--- src/rtl/mii_tx_pkg.sv ---
package mii_tx_pkg;

    localparam logic [3:0] PRE_NIB = 4'h5;
    localparam logic [3:0] SFD_NIB = 4'hD;

    typedef enum logic [2:0] {
        ST_IDLE,
        ST_PRE,
        ST_SFD,
        ST_LO,
        ST_HI,
        ST_GAP
    } tx_state_e;

    // Byte fetched while its predecessor's low nibble is on the wire
    typedef struct packed {
        logic       ok;
        logic       last;
        logic [7:0] data;
    } pend_byte_t;

    // Registered MII output pair
    typedef struct packed {
        logic       en;
        logic [3:0] nib;
    } mii_out_t;

    function automatic logic [3:0] lo_nib(input logic [7:0] b);
        return b[3:0];
    endfunction

    function automatic logic [3:0] hi_nib(input logic [7:0] b);
        return b[7:4];
    endfunction

endpackage

--- src/rtl/mii_tx_sync.sv ---
module mii_tx_sync #(
    parameter int WIDTH  = 2,
    parameter int STAGES = 2
) (
    input  logic             clk,
    input  logic             rst,
    input  logic [WIDTH-1:0] d_async,
    output logic [WIDTH-1:0] q_sync
);
    logic [WIDTH-1:0] chain [STAGES];

    always_ff @(posedge clk) begin
        if (rst) chain[0] <= '0;
        else     chain[0] <= d_async;
    end

    for (genvar s = 1; s < STAGES; s++) begin : g_stage
        always_ff @(posedge clk) begin
            if (rst) chain[s] <= '0;
            else     chain[s] <= chain[s-1];
        end
    end

    assign q_sync = chain[STAGES-1];

endmodule

--- src/rtl/mii_tx_fsm.sv ---
module mii_tx_fsm
    import mii_tx_pkg::*;
#(
    parameter int PRE_NIBBLES = 15,
    parameter int IFG_NIBBLES = 24
) (
    input  logic       clk,
    input  logic       rst,
    input  logic       hold,
    input  logic       s_valid,
    input  logic [7:0] s_data,
    input  logic       s_last,
    output logic       s_ready,
    output logic [3:0] txd,
    output logic       txen
);
    localparam int MAXN = (PRE_NIBBLES > IFG_NIBBLES) ? PRE_NIBBLES : IFG_NIBBLES;
    localparam int CW   = $clog2(MAXN + 1);
    localparam logic [CW-1:0] PRE_END = CW'(PRE_NIBBLES);
    localparam logic [CW-1:0] IFG_END = CW'(IFG_NIBBLES);

    tx_state_e  state;
    logic [CW-1:0] cnt;
    logic [3:0] cur_hi;
    logic       cur_last;
    pend_byte_t pend;
    mii_out_t   out_q;
    logic       start_ok;

    assign start_ok = s_valid && !hold;
    assign s_ready  = (state == ST_SFD) || (state == ST_LO && !cur_last);
    assign txd      = out_q.nib;
    assign txen     = out_q.en;

    always_ff @(posedge clk) begin
        if (rst) begin
            state    <= ST_IDLE;
            cnt      <= '0;
            cur_hi   <= '0;
            cur_last <= 1'b0;
            pend     <= '0;
            out_q    <= '0;
        end else begin
            unique case (state)
                ST_IDLE: begin
                    if (start_ok) begin
                        state <= ST_PRE;
                        cnt   <= CW'(1);
                        out_q <= '{en: 1'b1, nib: PRE_NIB};
                    end
                end
                ST_PRE: begin
                    if (cnt == PRE_END) begin
                        state     <= ST_SFD;
                        out_q.nib <= SFD_NIB;
                    end else begin
                        cnt <= cnt + CW'(1);
                    end
                end
                ST_SFD: begin
                    if (s_valid) begin
                        out_q.nib <= lo_nib(s_data);
                        cur_hi    <= hi_nib(s_data);
                        cur_last  <= s_last;
                        state     <= ST_LO;
                    end else begin
                        out_q <= '0;
                        cnt   <= CW'(1);
                        state <= ST_GAP;
                    end
                end
                ST_LO: begin
                    out_q.nib <= cur_hi;
                    pend      <= '{ok: s_valid && !cur_last, last: s_last, data: s_data};
                    state     <= ST_HI;
                end
                ST_HI: begin
                    if (pend.ok) begin
                        out_q.nib <= lo_nib(pend.data);
                        cur_hi    <= hi_nib(pend.data);
                        cur_last  <= pend.last;
                        state     <= ST_LO;
                    end else begin
                        out_q <= '0;
                        cnt   <= CW'(1);
                        state <= ST_GAP;
                    end
                end
                ST_GAP: begin
                    if (cnt == IFG_END) begin
                        if (start_ok) begin
                            state <= ST_PRE;
                            cnt   <= CW'(1);
                            out_q <= '{en: 1'b1, nib: PRE_NIB};
                        end else begin
                            state <= ST_IDLE;
                        end
                    end else begin
                        cnt <= cnt + CW'(1);
                    end
                end
                default: state <= ST_IDLE;
            endcase
        end
    end

    // every preamble cycle carries the 0x5 pattern with enable high
    a_r2_preamble_value: assert property (@(posedge clk) disable iff (rst)
        (state == ST_PRE) |-> (txen && txd == PRE_NIB));

    // high nibble follows the low nibble of the same byte
    a_r3_hi_after_lo: assert property (@(posedge clk) disable iff (rst)
        (state == ST_LO) |=> (txen && txd == $past(cur_hi)));

    // once started, preamble and low-nibble cycles never end the frame
    a_r8_no_cut: assert property (@(posedge clk) disable iff (rst)
        (state == ST_PRE || state == ST_LO) |=> txen);

    // the gap counter keeps the line quiet until it completes
    a_r5_gap_quiet: assert property (@(posedge clk) disable iff (rst)
        (state == ST_GAP && cnt != IFG_END) |=> !txen);

    // no acceptance while the wire shows preamble or a high nibble
    a_r6_ready_windows: assert property (@(posedge clk) disable iff (rst)
        (txen && (state == ST_PRE || state == ST_HI)) |-> !s_ready);

endmodule

--- src/rtl/mii_tx_status.sv ---
module mii_tx_status (
    input  logic clk,
    input  logic rst,
    input  logic full_duplex,
    input  logic col_s,
    input  logic txen,
    input  logic col_clear,
    output logic col_flag
);
    logic set_hit;

    assign set_hit = !full_duplex && col_s && txen;

    always_ff @(posedge clk) begin
        if (rst)            col_flag <= 1'b0;
        else if (set_hit)   col_flag <= 1'b1;
        else if (col_clear) col_flag <= 1'b0;
    end

    // a half-duplex collision during transmission leaves the flag set
    a_r10_sticky_set: assert property (@(posedge clk) disable iff (rst)
        (!full_duplex && col_s && txen) |=> col_flag);

    // a clear with no collision present drops the flag
    a_r11_clear: assert property (@(posedge clk) disable iff (rst)
        (col_clear && !(col_s && txen)) |=> !col_flag);

endmodule

--- src/rtl/mii_tx_serializer.sv ---
module mii_tx_serializer
    import mii_tx_pkg::*;
#(
    parameter int PRE_NIBBLES = 15,
    parameter int IFG_NIBBLES = 24,
    parameter int SYNC_STAGES = 2
) (
    input  logic       clk,
    input  logic       rst,
    input  logic       full_duplex,
    input  logic       s_valid,
    input  logic [7:0] s_data,
    input  logic       s_last,
    output logic       s_ready,
    input  logic       col_async,
    input  logic       crs_async,
    input  logic       col_clear,
    output logic [3:0] txd,
    output logic       txen,
    output logic       col_flag,
    output logic       crs_seen
);
    logic [1:0] st_sync;
    logic       col_s;
    logic       hold;

    mii_tx_sync #(.WIDTH(2), .STAGES(SYNC_STAGES)) u_sync (
        .clk     (clk),
        .rst     (rst),
        .d_async ({crs_async, col_async}),
        .q_sync  (st_sync)
    );

    assign col_s    = st_sync[0];
    assign crs_seen = st_sync[1];
    assign hold     = full_duplex && col_s;

    mii_tx_fsm #(.PRE_NIBBLES(PRE_NIBBLES), .IFG_NIBBLES(IFG_NIBBLES)) u_fsm (
        .clk     (clk),
        .rst     (rst),
        .hold    (hold),
        .s_valid (s_valid),
        .s_data  (s_data),
        .s_last  (s_last),
        .s_ready (s_ready),
        .txd     (txd),
        .txen    (txen)
    );

    mii_tx_status u_status (
        .clk         (clk),
        .rst         (rst),
        .full_duplex (full_duplex),
        .col_s       (col_s),
        .txen        (txen),
        .col_clear   (col_clear),
        .col_flag    (col_flag)
    );

    // a full-duplex pause keeps an idle line idle
    a_r7_pause_blocks: assert property (@(posedge clk) disable iff (rst)
        (!txen && full_duplex && col_s) |=> !txen);

    // no sticky flag can rise in full-duplex mode
    a_r10_fd_no_flag: assert property (@(posedge clk) disable iff (rst)
        (full_duplex && !col_flag && !col_clear) |=> (!col_flag || !$past(full_duplex)));

endmodule

--- config.mk ---
export PLATFORM = sky130hd
export DESIGN_NAME = mii_tx_serializer
export DESIGN_NICKNAME = d
export VERILOG_FILES = /design/src/rtl/mii_tx_pkg.sv /design/src/rtl/mii_tx_sync.sv /design/src/rtl/mii_tx_fsm.sv /design/src/rtl/mii_tx_status.sv /design/src/rtl/mii_tx_serializer.sv
export SDC_FILE = /design/constraint.sdc
export NUM_CORES = 1
export LEC_CHECK = 0
export ABC_AREA = 1
export BUFFER_PORTS_ARGS = -buffer_cell sky130_fd_sc_hd__buf_2
export CAP_MARGIN = 20
export CORE_UTILIZATION = 55
export CTS_CLUSTER_DIAMETER = 60
export CTS_CLUSTER_SIZE = 12
export DETAILED_ROUTE_END_ITERATION = 8
export PLACE_DENSITY_LB_ADDON = 0.2
export SLEW_MARGIN = 20
export SYNTH_ARGS = -nofsm -noshare
export SYNTH_HDL_FRONTEND = slang
export SYNTH_HIERARCHICAL = 1
export SYNTH_SLANG_ARGS = --single-unit
--- constraint.sdc ---
create_clock -name clk -period 2 [get_ports clk]
set_clock_uncertainty 0.05 [all_clocks]
set_input_delay 0.3 -clock clk [delete_from_list [all_inputs] [get_ports clk]]
set_output_delay 0.3 -clock clk [all_outputs]
set_load 0.01 [all_outputs]
==> reports/metrics.cfg, run 1 <==
[worst_setup_path]
cp.required_ns = 1.65
worstSetupStartpointType = flip-flop
cp.arrival_ns = 1.52
worstSetupEndpointType = primary output
cp_max_fo = 12
path_class = flip-flop to primary output

[sta]
setup_viol = 0
finalCriticalPeriod_ns = 1.87
fin_crit_sh = 0.935
tightestPinTransition_ns = 0.555
finalMaxSlewViolations = 0
whs_ns = 0.116
maxSlewHeadroom = 0.629
rsz0062_at_grt = no
tns_ns = 0
hold_violations = 0
setup_slack_ns = 0.131
fmax_mhz = 535

[clock_network]
htree_levels = 2
clk_pin_slew_ns = 0.10
clock_latency_ns = 0.33
cts_inserted_buffers = 5
clock_sinks = 33
clock_path_buffers = 2
postCtsSetupBuffers = 0
post_cts_resized = 0
cts-root-buf = clkbuf_4
holdBufCountCts = 0
tritoncts = built

[cells_and_area]
multi_input_area_sq_um = 867
antenna-diode-count = 0
final_nets = 290
drive_gt1_frac = 0.228
fill_cells = 265
ff_latch_area_sq_um = 661
syn_to_final_growth_pct = 12.6

[synthesis]
ys_top_cells_by_area = dfxtp_1 (39%), nand2_1 (10%), nor2_1 (8.6%)
synthesis.area_sq_um = 1700
async_reset_ff_frac = 0
yosysSeqAreaShare = 0.388
yosysMostFrequentCell = nand2_1
synth_enable_flop_cells = 0
yosys.area.top_type = dfxtp_1
syn_area_per_cell_sq_um = 6.96
syn_inst = 245
synth_top_area_share = 0.388
ys_ff_latch = 33
syn_nets = 264
synth_flop_cell = dfxtp_1
ys_warn_count = 6
ys_top_cells_by_count = nand2_1 (46), nor2_1 (39), dfxtp_1 (33)
ys_types = 27

[global_routing]
antenna_found_initial = 0
grt_pass1_vias = 1528
grt_overflow = 0
grt_max_degree = 20
grt_pass1_wl_microns = 6510
grtUsageTotal = 0.255

[power]
power_density_nw_per_um2 = 1130
p_leak_nw = 0.974
peakVddDrop_mv = 0.689

[route]
via_count = 1633
antenna_left = 0
avgRoutedWirePerCell_microns = 12.5
drt_iter0_drc = 91
wl_microns = 3800
drtPass1Iterations = 4
via_per_inst = 5.39
drc = 0

[placed_design]
dp_worst_setup_slack_ns = 0.421
dpl.hpwl_microns = 2710
port_buffers = 23
place_congestion = 0.862

[min_path]
hold_path_class = input port to flip-flop

[floorplanning]
die_h_microns = 57.7
io_pins = 24
rows = 19
core_area_sq_um = 2850
die_x_microns = 57.7
die-area_sq_um = 3330
floorplan.initialDensity = 0.597

[job]
maxCapViolations = 0

[outcome]
outcome = finished clean

-- layout by cell type (no fill, tap or decap) --
cell,n
nand3b_1,1
nand3_1,17
xor2_1,1
nand3_2,6
nor3_2,1
inv_4,1
buf_4,2
nand2_2,6
bufinv_16,1
clkbuf_1,1
nand4_1,2
nand2_4,2
inv_2,6
buf_2,23
clkbuf_4,5
a31oi_1,6
a21oi_1,10
o211a_1,1
ha_1,3
nand2_1,46
o21ai_0,15
clkbuf_8,1
a21oi_2,3
nor2_1,39
o22ai_1,1
nor2_2,4
o21ai_1,5
inv_1,29
nor2_4,1
dfxtp_1,33
-- final cells by class --
| type | count | share of cell area |
|---|---|---|
| multi-input combinational | 170 | 0.452 |
| sequential | 33 | 0.344 |
| inverter | 36 | 0.0717 |
| timing repair buffer | 25 | 0.0678 |
| clock buffer | 7 | 0.0287 |
| tap | 31 | 0.0202 |
| clock inverter | 1 | 0.0156 |
-- flip-flops by register name, indices dropped and copies added, names as in the netlist --
| name | flops |
|---|---|
| u_status/col_flag | 1 |
| u_fsm/txen | 1 |
| u_fsm/cur_hi | 4 |
| u_fsm/txd | 4 |
| u_fsm/cnt | 5 |
| u_sync/chain | 4 |
| u_fsm/cur_last | 1 |
| u_fsm/state | 3 |
| u_fsm/pend | 10 |
-- cells by family (layout without fill, tap and decap cells) --
family,count (synthesis),in the layout,share of synthesized area
flip-flops,33,33,0.388
AND/OR/NAND/NOR,125,125,0.347
XOR/XNOR,1,1,0.00514
adder cells (fa/ha/maj),3,3,0.0220
AO/OA/AOI/OAI,41,41,0.135
buffers and inverters,42,69,0.104
-- through the flow --
step                      total power, mW  std cells  utilization  cell area [sq um]
after floorplan                      1.45        245            -               1700
after global placement               1.63        295        0.643               1830
after detailed placement             1.64        295        0.643               1830
after CTS                            2.17        303        0.673               1920
after global routing                 2.32        303        0.673               1920
final                                2.18        303        0.673               1920
-- metal layers --
metal,up-vias,global-route usage,wire (microns)
li1,834,-,-
met5,-,0,0
met2,60,0.394,1730
met4,0,0.0986,53
met3,7,0.0647,234
met1,732,0.344,1780
-- critical path, cell delays in order (launching register included) --
cell and delay (ns):
dfxtp_1 0.49, nand2_2 0.14, nor2_2 0.13, inv_2 0.12, o21ai_1 0.15, buf_2 0.14
-- where the power goes --
part	internal (mW)	switching [mW]	total, mW
Combinational	0.275	0.544	0.820
Sequential	0.754	0.0832	0.837
Clock	0.298	0.222	0.520
-- path summary, 6_finish.rpt --
path                                                     from                            end  slack [ns]  cells past startpoint
worst max register to register      u_fsm/cnt[0]$_SDFFE_PP0P_      u_fsm/txd[2]$_SDFFE_PP0P_        0.39                     12
worst min register to register  u_sync/chain[0][1]$_SDFF_PP0_  u_sync/chain[1][1]$_SDFF_PP0_        0.35                      2
worst min-delay path                                col_async  u_sync/chain[0][0]$_SDFF_PP0_        0.12                      3
worst max-delay path              u_fsm/state[0]$_SDFFE_PP0P_                        s_ready        0.13                      5
Power figures use the tool's default switching activity.
==> inputs of run 2 (changes only) <==
--- a/config.mk
+++ b/config.mk
@@ -8,7 +8,10 @@
 export ABC_AREA = 1
 export BUFFER_PORTS_ARGS = -buffer_cell sky130_fd_sc_hd__buf_2
 export CAP_MARGIN = 20
-export CORE_UTILIZATION = 55
+export CELL_PAD_IN_SITES_DETAIL_PLACEMENT = 1
+export CELL_PAD_IN_SITES_GLOBAL_PLACEMENT = 1
+export CORE_MARGIN = 5
+export CORE_UTILIZATION = 40
 export CTS_CLUSTER_DIAMETER = 60
 export CTS_CLUSTER_SIZE = 12
 export DETAILED_ROUTE_END_ITERATION = 8
==> run 2 against run 1 <==
  * Final cell count increased by 6.3%
  * Combinational power increased by 3.2%
  * Sequential share of layout area decreased by 0.57 points
  * Flip-flop and latch count unchanged
  * Via count increased by 1.3%
  * Clock power decreased by 3%
  * Critical path depth unchanged
  * Routed wire length increased by 30%
==> reports/metrics.cfg, run 2 (synthesized netlist as in run 1, its figures left out) <==
[outcome]
outcome = finished clean

[clock_network]
clock_latency_ns = 0.28  ; -0.05 ns
clk_pin_slew_ns = 0.07  ; -0.03 ns
cts-root-buf = clkbuf_8
holdBufCountCts = 0  ; unchanged
post_cts_resized = 0  ; unchanged
clock_path_buffers = 2  ; unchanged
tritoncts = built
postCtsSetupBuffers = 0  ; unchanged
clock_sinks = 33  ; unchanged
cts_inserted_buffers = 5  ; unchanged
htree_levels = 2  ; unchanged

[route]
antenna_left = 0  ; unchanged
drtPass1Iterations = 4  ; unchanged
avgRoutedWirePerCell_microns = 15.3  ; +22%
wl_microns = 4930  ; +30%
wl_met3_microns = 144  ; -38%
route.met2.wl_microns = 2460  ; +42%
drt_iter0_drc = 105  ; +15%
top_layer = met4
via_per_inst = 5.14  ; -4.6%
via_count = 1655  ; +1.3%
drc = 0  ; unchanged
wl_met1_microns = 2260  ; +27%

[worst_setup_path]
worstReg2RegStart = u_fsm/cnt[0]$_SDFFE_PP0P_
path_class = flip-flop to primary output
worstSetupStartpointType = flip-flop
startpoint = u_fsm/state[1]$_SDFFE_PP0P_
crit_end = s_ready
cp.arrival_ns = 1.51  ; about the same
cp_top_family = flip-flops
slowest_delay_ns = 0.50  ; about the same
rrSetupSlack_ns = 0.35  ; -0.04 ns
crit_top_cell = inv_2
cpMaxStageDelayCell = dfxtp_1
worstRegToRegCells = 12  ; unchanged
worstReg2RegEnd = u_fsm/txd[2]$_SDFFE_PP0P_
path_buf_inv = 3  ; +1
worstSetupEndpointType = primary output
critical_path.cell_chain = inv_2 > nor2_2 > inv_2 > o21ai_1 > buf_2
path_depth = 5  ; unchanged
cp.required_ns = 1.65  ; about the same
cp_max_fo = 12  ; unchanged

[power]
peakVddDrop_mv = 0.532  ; -23%
p_leak_nw = 0.977  ; +0.38%
power_density_nw_per_um2 = 1130  ; -0.80%

[floorplanning]
die_x_microns = 75.3  ; +31%
die_h_microns = 75.3  ; +31%
floorplan.initialDensity = 0.420  ; -0.177
core_area_sq_um = 4060  ; +42%
rows = 23  ; +4
die-area_sq_um = 5670  ; +70%
io_pins = 24  ; unchanged

[sta]
finalMaxSlewViolations = 0  ; unchanged
hold_violations = 0  ; unchanged
fin_crit_sh = 0.928  ; -0.00612
rsz0062_at_grt = no
finalCriticalPeriod_ns = 1.86  ; -0.0122 ns
maxSlewHeadroom = 0.592  ; -0.0374
tightestPinTransition_ns = 0.611  ; +0.0560 ns
setup_viol = 0  ; unchanged
fmax_mhz = 539  ; +0.66%
tns_ns = 0  ; unchanged

[cells_and_area]
stdcell_area_sq_um = 1950  ; +1.7%
multi_input_area_sq_um = 867  ; unchanged
largest-register = u_fsm/pend
antenna-diode-count = 0  ; unchanged
ff_latch_area_sq_um = 661  ; unchanged
fill_cells = 551  ; +110%
syn_to_final_growth_pct = 14.5
largest_reg_flops = 10  ; unchanged
final_common_cell = nand2_1
final_nets = 291  ; +0.34%
drive_gt1_frac = 0.228  ; unchanged
layout_common_cells = nand2_1 (46), nor2_1 (39), dfxtp_1 (33)
top_regs = u_fsm/pend: 10 flops, u_fsm/cnt: 5 flops

[placed_design]
port_buffers = 23  ; unchanged
dpl.hpwl_microns = 3600  ; +33%
place_congestion = 0.802  ; -7.0%
postPlaceCellArea_sq_um = 1870  ; +1.7%

[global_routing]
grtUsageTotal = 0.195  ; -0.0592
grt_pass1_wl_microns = 8180  ; +26%
grt_max_degree = 20  ; unchanged
grt_pass1_vias = 1721  ; +13%
grt_overflow = 0  ; unchanged
antenna_found_initial = 0  ; unchanged

[min_path]
hold_path_class = input port to flip-flop
hp-start = col_async

[job]
maxCapViolations = 0  ; unchanged

[run 2: cell count changes in the layout (fill, tap and decap cells not counted)]
cell	delta
clkbuf_4	-5
buf_4	+1
bufinv_16	-1
clkbuf_8	+5
[run 2: per-layer routing]
| metal | vias to the layer above | track usage |
|---|---|---|
| li1 | 839 | - |
| met1 | 779 | 0.248 |
| met2 | 31 | 0.332 |
| met3 | 6 | 0.0401 |
| met4 | 0 | 0.0621 |
| met5 | - | 0 |
[run 2: worst min-delay path by stage]
stage                                     end  slack [ns]  cells past startpoint
2_1_floorplan  u_status/col_flag$_SDFFE_PP0P_        0.31                      1
3_3_place_gp    u_sync/chain[1][1]$_SDFF_PP0_        0.34                      2
3_5_place_dp    u_sync/chain[1][1]$_SDFF_PP0_        0.35                      2
4_1_cts         u_sync/chain[0][0]$_SDFF_PP0_        0.17                      3
5_1_grt         u_sync/chain[0][1]$_SDFF_PP0_        0.18                      3
6_report        u_sync/chain[0][0]$_SDFF_PP0_        0.17                      3
[run 2: tightest hold or removal path, stage by stage]
cell and delay (ns):
buf_2 0.07, inv_1 0.03, nor2_1 0.06
[run 2: report_power, final]
part / internal [mW] / switching [mW]
Sequential: 0.755 / 0.0911
Combinational: 0.276 / 0.570
Clock: 0.273 / 0.231
[run 2: final cells by class]
| cell class | instances | area share |
|---|---|---|
| repair buffers | 26 | 0.0705 |
| flip-flops and latches | 33 | 0.338 |
| clock buffers | 7 | 0.0442 |
| multi-input cells | 170 | 0.444 |
| inverters | 36 | 0.0705 |
| well taps | 50 | 0.0321 |
[run 2: through the flow]
step                hold slack [ns]  setup slack (ns)  total power [mW]  utilization  std cells
CTS                           0.169             0.153              2.21        0.481        322
floorplan                     0.312             0.555              1.45            -        245
global route                  0.176            0.0728              2.36        0.481        322
detailed placement            0.346             0.365              1.69        0.460        315
global placement              0.339             0.413              1.68        0.460        315
finish                        0.175             0.143              2.20        0.481        322
==> inputs of run 3 (changes only) <==
--- a/config.mk
+++ b/config.mk
@@ -11,7 +11,7 @@
 export CELL_PAD_IN_SITES_DETAIL_PLACEMENT = 1
 export CELL_PAD_IN_SITES_GLOBAL_PLACEMENT = 1
 export CORE_MARGIN = 5
-export CORE_UTILIZATION = 40
+export CORE_UTILIZATION = 41
 export CTS_CLUSTER_DIAMETER = 60
 export CTS_CLUSTER_SIZE = 12
 export DETAILED_ROUTE_END_ITERATION = 8
@@ -19,5 +19,4 @@
 export SLEW_MARGIN = 20
 export SYNTH_ARGS = -nofsm -noshare
 export SYNTH_HDL_FRONTEND = slang
-export SYNTH_HIERARCHICAL = 1
 export SYNTH_SLANG_ARGS = --single-unit
==> run 3 against run 2 <==
  * Via count decreased by 3.0%
  * Critical endpoint unchanged
  * Largest cell class unchanged
  * Fmax increased by 6.8%
  * Clock power increased by 1%
  * Routed wire length decreased by 12%
  * Design area increased by 1.2%
  * Highest routed layer unchanged
  * Non-clock buffer count increased by 1
  * Hold slack got worse by 0.0042 ns
==> reports/metrics.cfg, run 3 <==
[synthesis]
synth_enable_flop_cells = 0  ; unchanged
ys_top_cells_by_count = nand2_1 (51), nor2_1 (38), dfxtp_1 (33)
syn_area_per_cell_sq_um = 7.27  ; +4.6%
yosys.area.top_type = dfxtp_1
yosysMostFrequentCell = nand2_1
ys_top_cells_by_area = dfxtp_1 (38%), nand2_1 (11%), nor2_1 (8.2%)
ys_types = 31  ; +15%
async_reset_ff_frac = 0  ; unchanged
syn_inst = 240  ; -2.0%
ys_warn_count = 0  ; -6
synth_flop_cell = dfxtp_1
synthesis.area_sq_um = 1750  ; +2.4%
yosysSeqAreaShare = 0.378  ; -0.00917
ys_ff_latch = 33  ; unchanged
synth_top_area_share = 0.378  ; -0.00917
syn_nets = 259  ; -1.9%

[global_routing]
antenna_found_initial = 0  ; unchanged
grtUsageTotal = 0.175  ; -0.0205
grt_overflow = 0  ; unchanged
grt_pass1_vias = 1642  ; -4.6%
grt_max_degree = 20  ; unchanged
grt_pass1_wl_microns = 7450  ; -9.0%

[route]
via_per_inst = 5.06  ; -1.5%
drt_iter0_drc = 71  ; -32%
avgRoutedWirePerCell_microns = 13.6  ; -11%
drc = 0  ; unchanged
drtPass1Iterations = 5  ; +1
via_count = 1605  ; -3.0%
wl_microns = 4320  ; -12%
antenna_left = 0  ; unchanged

[sta]
fin_crit_sh = 0.869  ; -0.0591
finalCriticalPeriod_ns = 1.74  ; -0.118 ns
setup_slack_ns = 0.261  ; +0.118 ns
finalMaxSlewViolations = 0  ; unchanged
fmax_mhz = 575  ; +6.8%
hold_violations = 0  ; unchanged
tns_ns = 0  ; unchanged
setup_viol = 0  ; unchanged
tightestPinTransition_ns = 0.567  ; -0.0446 ns
maxSlewHeadroom = 0.622  ; +0.0298
rsz0062_at_grt = no

[worst_setup_path]
cp_top_family = flip-flops
path_buf_inv = 3  ; unchanged
cp_max_fo = 15  ; +3
rrSetupSlack_ns = 0.35  ; about the same
cp.required_ns = 1.65  ; about the same
cpMaxStageDelayCell = dfxtp_1
slowest_delay_ns = 0.37  ; -0.13 ns
worstSetupStartpointType = flip-flop
crit_top_cell = nand2_4
critical_path.cell_chain = inv_8 > nand2_4 > inv_2 > nand2_4 > o21ai_0 > buf_2
path_class = flip-flop to primary output
worstSetupEndpointType = primary output
cp.arrival_ns = 1.39  ; -0.12 ns

[power]
p_leak_nw = 0.921  ; -5.8%
finalPower_mw = 1.37  ; -38%
power_density_nw_per_um2 = 693  ; -38%
peakVddDrop_mv = 0.458  ; -14%

[cells_and_area]
top_regs = u_fsm.pend: 10 flops, u_fsm.cnt: 5 flops
final_nets = 286  ; -1.7%
final_common_cell = nand2_1
syn_to_final_growth_pct = 13.1
largest-register = u_fsm.pend
drive_gt1_frac = 0.217  ; -0.0107
stdcell_count = 317  ; -1.6%
fin_util = 0.487  ; +0.00555
layout_common_cells = nand2_1 (51), nor2_1 (38), dfxtp_1 (33)
antenna-diode-count = 0  ; unchanged
fill_cells = 547  ; -0.73%
largest_reg_flops = 10  ; unchanged

[clock_network]
clock_sinks = 33  ; unchanged
post_cts_resized = 0  ; unchanged
tritoncts = built
holdBufCountCts = 0  ; unchanged
clock_path_buffers = 2  ; unchanged
cts_inserted_buffers = 5  ; unchanged
clk_pin_slew_ns = 0.07  ; about the same
htree_levels = 2  ; unchanged
cts-root-buf = clkbuf_8
postCtsSetupBuffers = 0  ; unchanged
clock_latency_ns = 0.28  ; about the same

[placed_design]
dpl.hpwl_microns = 3220  ; -11%
dp_worst_setup_slack_ns = 0.363  ; -0.00118 ns
place_congestion = 0.871  ; +8.6%
port_buffers = 23  ; unchanged
dp_cells = 310  ; -1.6%

[min_path]
hold_path_class = input port to flip-flop

[floorplanning]
core_area_sq_um = 4060  ; unchanged
die_h_microns = 75.2  ; about the same
floorplan.initialDensity = 0.430  ; +0.0102
die-area_sq_um = 5660  ; about the same
io_pins = 24  ; unchanged
rows = 23  ; unchanged
die_x_microns = 75.2  ; about the same

[outcome]
outcome = finished clean

[job]
maxCapViolations = 0  ; unchanged

[run 3: changes by cell type after synthesis, sizes merged]
| cell | before | now |
|---|---|---|
| nand2 | 54 | 58 |
| nand3 | 23 | 18 |
| a21oi | 13 | 15 |
| o211a | 1 | 0 |
| nor2 | 44 | 42 |
| o21ai | 20 | 25 |
| clkbuf | 0 | 1 |
| inv | 36 | 27 |
| nand3b | 1 | 2 |
| nor3 | 1 | 0 |
[run 3: worst paths after layout]
path              cells after the start                       endpoint                     startpoint
setup / recovery                      6                        s_ready    u_fsm.state[2]$_SDFFE_PP0P_
hold / removal                        3  u_sync.chain[0][1]$_SDFF_PP0_                      crs_async
setup reg to reg                      7      u_fsm.cnt[0]$_SDFFE_PP0P_    u_fsm.state[1]$_SDFFE_PP0P_
hold reg to reg                       2  u_sync.chain[1][1]$_SDFF_PP0_  u_sync.chain[0][1]$_SDFF_PP0_
[run 3: final cells by class]
cell class                      count  area (sq um)  area share
Tap cell                           50          62.6      0.0317
Sequential cell                    33           661       0.335
Clock buffer                        6          82.6      0.0418
Clock inverter                      1          7.51     0.00380
Multi-Input combinational cell    173           905       0.458
Inverter                           27           111      0.0564
Timing Repair Buffer               27           145      0.0735
[run 3: kinds of logic (layout without fill, tap and decap cells)]
kind of cell | count (synthesis) | in the layout | synth area share
compound gates | 47 | 47 | 0.146
xor+xnor | 1 | 1 | 0.00502
buf+inv | 34 | 61 | 0.103
flops | 33 | 33 | 0.378
simple gates | 122 | 122 | 0.346
fa+ha+maj | 3 | 3 | 0.0215
[run 3: layer usage]
layer / wire (microns) / up-vias / track usage
li1: - / 832 / -
met1: 2060 / 745 / 0.233
met2: 2070 / 23 / 0.282
met3: 157 / 5 / 0.0427
met4: 40 / 0 / 0.0466
met5: 0 / - / 0
[run 3: metrics by stage]
| step | hold WS, ns | cell area [sq um] |
|---|---|---|
| after global routing | 0.191 | 1970 |
| after detailed placement | 0.348 | 1880 |
| after global placement | 0.342 | 1880 |
| final | 0.171 | 1970 |
| after floorplan | 0.312 | 1750 |
| after CTS | 0.161 | 1970 |
[run 3: worst register-to-register path, cell delays in order, from the launching register on]
cell and delay (ns):
dfxtp_1 0.50, buf_4 0.23, nor2_8 0.07, nand3_4 0.08, nand2_4 0.12, nor2_4 0.22
o21ai_0 0.13, a21oi_1 0.18
[run 3: report_power, final]
part | switching [mW] | internal [mW] | total (mW)
Clock | 0.238 | 0.272 | 0.510
Sequential | 0.0118 | 0.676 | 0.688
Combinational | 0.107 | 0.0636 | 0.171
